`src/rtl/modem_ctl_status.sv`:
```
`timescale 1ns/1ps
module modem_ctl_status #(
  parameter int SYNC_STAGES = 2
) (
  input  logic       clk,
  input  logic       rst_n,
  input  logic       reg_sel,
  input  logic       wr_en,
  input  logic       rd_en,
  input  logic [7:0] wr_data,
  output logic [7:0] rd_data,
  input  logic       cts_i,
  input  logic       dsr_i,
  input  logic       ri_i,
  input  logic       dcd_i,
  output logic       dtr_o,
  output logic       rts_o,
  output logic       out1_o,
  output logic       out2_o,
  output logic       irq_o
);
  localparam logic [3:0] LINE_RST = 4'b1011;
  localparam logic [4:0] CTL_RST  = 5'b01000;

  logic [3:0] pins_raw;
  logic [3:0] sync_q [SYNC_STAGES];
  logic [3:0] smp_w;
  logic [3:0] line_q, delta_q, drive_q;
  logic [4:0] ctl_q;
  logic       loop_w, stat_rd, ctl_wr;
  logic [3:0] flip_w, new_delta;
  logic [3:0] loop_nib;

  assign pins_raw = {dcd_i, ri_i, dsr_i, cts_i};

  always_ff @(posedge clk) begin
    if (!rst_n) begin
      for (int i = 0; i < SYNC_STAGES; i++) sync_q[i] <= LINE_RST;
    end else begin
      sync_q[0] <= pins_raw;
      for (int i = 1; i < SYNC_STAGES; i++) sync_q[i] <= sync_q[i-1];
    end
  end

  assign smp_w     = sync_q[SYNC_STAGES-1];
  assign loop_w    = ctl_q[4];
  assign stat_rd   = rd_en & reg_sel & ~loop_w;
  assign ctl_wr    = wr_en & ~reg_sel;
  assign flip_w    = line_q ^ smp_w;
  assign new_delta = {flip_w[3], line_q[2] & ~smp_w[2], flip_w[1], flip_w[0]};

  always_ff @(posedge clk) begin
    if (!rst_n) begin
      line_q  <= LINE_RST;
      delta_q <= '0;
    end else begin
      line_q  <= smp_w;
      delta_q <= (stat_rd ? 4'h0 : delta_q) | new_delta;
    end
  end

  always_ff @(posedge clk) begin
    if (!rst_n) begin
      ctl_q   <= CTL_RST;
      drive_q <= CTL_RST[3:0];
    end else if (ctl_wr) begin
      ctl_q <= wr_data[4:0];
      if (!wr_data[4]) drive_q <= wr_data[3:0];
    end
  end

  assign loop_nib = {ctl_q[3], ctl_q[2], ctl_q[0], ctl_q[1]};

  always_comb begin
    if (!reg_sel)    rd_data = {3'b000, ctl_q};
    else if (loop_w) rd_data = {loop_nib, 4'h0};
    else             rd_data = {line_q, delta_q};
  end

  assign dtr_o  = drive_q[0];
  assign rts_o  = drive_q[1];
  assign out1_o = drive_q[2];
  assign out2_o = drive_q[3];
  assign irq_o  = |delta_q;
endmodule

```
`config.mk`:
```
export PLATFORM = sky130hd
export DESIGN_NAME = modem_ctl_status
export DESIGN_NICKNAME = d
export VERILOG_FILES = /design/src/rtl/modem_ctl_status.sv
export SDC_FILE = /design/constraint.sdc
export NUM_CORES = 1
export LEC_CHECK = 0
export BUFFER_PORTS_ARGS = -buffer_cell sky130_fd_sc_hd__buf_2
export CORE_UTILIZATION = 48
export CTS_CLUSTER_SIZE = 28
export DETAILED_ROUTE_END_ITERATION = 10
export GPL_TIMING_DRIVEN = 0
export PLACE_DENSITY = 0.77
export SYNTH_ARGS = -nofsm -noshare
export SYNTH_HDL_FRONTEND = slang
export SYNTH_SLANG_ARGS = --single-unit
```
`constraint.sdc`:
```
create_clock -name clk -period 1.4 [get_ports clk]
set_input_delay 0.14 -clock clk [delete_from_list [all_inputs] [get_ports clk]]
set_output_delay 0.14 -clock clk [all_outputs]
set_load 0.02 [all_outputs]
```
==> reports/metrics.csv <==
stage,metric,value,unit
run_status,status,"complete, but fails checks",
run_status,violations,negative setup slack,
grt,grt_remaining_overflow,0,
logic_synthesis,synth_most_common_cell,dfxtp_1,
worst_setup_path,path_class,register to output pin,
die,floorplan.die_area,2220,um^2
grt,grt_pass1_vias,681,
cts,cts_tree,done,
timing,rsz0062_at_grt,true,
logic_synthesis,synth_area_per_cell,10.1,um^2
hold_path,hp-class,input pin to register,
die,die_y,47.1,um
routing,dr.pass1.iters,4,
cts,htreeDepth,1,
cts,root_buffer,clkbuf_4,
logic_synthesis,ys.flop_type,dfxtp_1,
cells_and_area,finalInstanceArea,1240,um^2
worst_setup_path,end_kind,output pin,
grt,grt_usage,18.0,%
routing,detail-route-antenna-nets,0,
logic_synthesis,netlist_instances,97,
cells_and_area,final_util,68.2,%
cts,clk_latency,0.31,ns
die,core_region_area,1820,um^2
cts,clock-sinks,25,
placed_design,post-dp-hpwl,1.30,mm
timing,max_freq,0.684,GHz
logic_synthesis,synth_seq_cells,25,
logic_synthesis,synth_edf_count,0,
run,cap_violations,0,
routing,wl_per_cell,11.3,um
cells_and_area,area_growth,27.1,%
timing,maxSlewViolCount,0,
timing,fin_ws,-0.0625,ns
logic_synthesis,synth-async-reset-ratio,0,%
worst_setup_path,critPathMaxFanout,2,
timing,slew_headroom,78.8,%
timing,finalHoldViolCount,0,
grt,antenna_found_initial,0,
cells_and_area,drive_above_1_share,34.6,%
logic_synthesis,synth_common_cells,"25 x dfxtp_1, 9 x nand2_1, 9 x nand2b_1, 8 x mux2i_1, 8 x nor2b_1",
routing,drtIter0Drc,3,
cts,cts.path.max_buffers,2,
timing,setup_violations,1,
logic_synthesis,syn_nets,114,
timing,fin_crit_sh,104,%
grt,grt_pass1_wl,2.79,mm
routing,dr_total_vias,760,
logic_synthesis,ys_top_cells_by_area,"dfxtp_1 51%, mux2i_1 8.2%, nand2b_1 5.8%, nor2b_1 5.1%, o21ai_0 3.6%",
timing,skew,0.00610,ns
placed_design,place_area,1140,um^2
routing,drc,0,
die,initial_core_util,53.7,%
logic_synthesis,ys_types,21,
logic_synthesis,synth_warnings,0,
die,rows,15,
grt,grt_max_degree,14,
cts,cts_made_buffers,3,
worst_setup_path,crit_required,1.26,ns
cells_and_area,nNetsFinal,151,
logic_synthesis,synth_top_cell_area_share,51.2,%
power_and_ir_drop,ir_drop,0.000847,V
cts,path_clk_slew,0.13,ns
timing,min_period,1.46,ns
logic_synthesis,netlist.top_cell.by_area,dfxtp_1,
power_and_ir_drop,p_leak,0.538,nW
placed_design,numPortBuffers,26,
logic_synthesis,seq_area_frac_synth,51.2,%
die,boundaryPins,30,
placed_design,pre_cts_slack,0.254,ns
routing,avgViaCountPerCell,4.81,
logic_synthesis,netlist_area,977,um^2
worst_setup_path,startpoint_type,register,
placed_design,gp_congestion,0.774,
timing,worst_slew_pin_slew,0.317,ns
worst_setup_path,arrival,1.32,ns
power_and_ir_drop,p_per_area,1040,nW/um^2
die,die_w,47.1,um
cells_and_area,antennaDiodeCount,0,
routing,routed_wirelength,1.78,mm
## cell usage in the layout (no fill, tap or decap)
cell / instances
and2_1: 3
a22o_1: 3
dfxtp_1: 22
a31oi_1: 1
dlygate4sd3_1: 3
clkbuf_4: 3
inv_1: 5
buf_6: 2
clkbuf_1: 1
buf_2: 28
or4_4: 1
a32o_1: 1
buf_4: 5
nor2b_1: 8
a21oi_1: 1
dfxtp_4: 1
mux2i_1: 8
dfxtp_2: 2
nor3b_4: 1
xor2_1: 3
o21ai_0: 5
nand2_1: 9
o211ai_1: 1
o21ai_1: 1
nor2b_4: 1
a21boi_2: 1
nand2b_1: 9
nand3_1: 3
o21ai_2: 1
## power breakdown
group | total (mW) | leakage, nW | switching [mW] | internal, mW
combinational | 0.212 | 0.317 | 0.104 | 0.108
clock | 0.313 | 0.0150 | 0.202 | 0.111
sequential | 0.764 | 0.207 | 0.0202 | 0.744
total | 1.29 | 0.538 | 0.326 | 0.964
## metal layers
metal,vias up,global-route usage [%],wire [um]
li1,395,-,-
met1,341,22.5,822
met2,19,30.0,869
met3,5,2.31,58
met4,0,9.71,33
met5,-,0,0
## critical path, stage by stage (launching register included)
cell,delay [ns]
dfxtp_2,0.34
or4_4,0.53
buf_6,0.15
## path summary, 6_finish.rpt
kind                                      to  slack [ns]  cells past startpoint          from
worst min register to register  sync_q[0][4]        0.42                      1  sync_q[0][0]
worst min-delay path            sync_q[0][2]        0.02                      2          ri_i
worst max-delay path                   irq_o       -0.06                      2    delta_q[0]
worst max register to register    delta_q[1]        0.21                      5      ctl_q[4]
## final cells by class
| type | count | area, um^2 |
|---|---|---|
| Fill cell | 159 | 578 |
| Buffer | 5 | 31.3 |
| Timing Repair Buffer | 33 | 199 |
| Clock buffer | 4 | 26.3 |
| Sequential cell | 25 | 507 |
| Inverter | 5 | 18.8 |
| Multi-Input combinational cell | 61 | 429 |
| Tap cell | 25 | 31.3 |
## registers in the layout (all words and copies together), names as in the netlist
signal   cells
delta_q      4
ctl_q        5
sync_q       8
line_q       4
drive_q      4
## cells by family (layout without fill, tap and decap cells)
kind of cell    Yosys count  in the layout  synth area share [%]
buf+inv                  11             47                  5.63
compound gates           15             15                  10.4
simple gates             35             35                  21.9
flops                    25             25                  51.2
xor+xnor                  3              3                  2.69
mux                       8              8                  8.19
## what timing repair did
item	CTS	global route
pin swaps	1	0
setup endpoints to repair	8	6
hold buffers	3	0
endpoints found under the hold margin	3	0
setup buffers	3	1
gates resized for setup	6	5
## per-stage QoR
stage | setup TNS, ns | instances | hold slack (ns) | total power, mW
3_3_place_gp | 0 | 148 | 0.318 | 0.955
6_report | -0.0625 | 158 | 0.0153 | 1.29
4_1_cts | -0.0703 | 157 | 0.0139 | 1.29
2_1_floorplan | 0 | 97 | 0.241 | 0.896
5_1_grt | -0.103 | 158 | 0.0132 | 1.34
3_5_place_dp | 0 | 148 | 0.326 | 0.961
No activity file was read; power rests on OpenSTA's default activity.
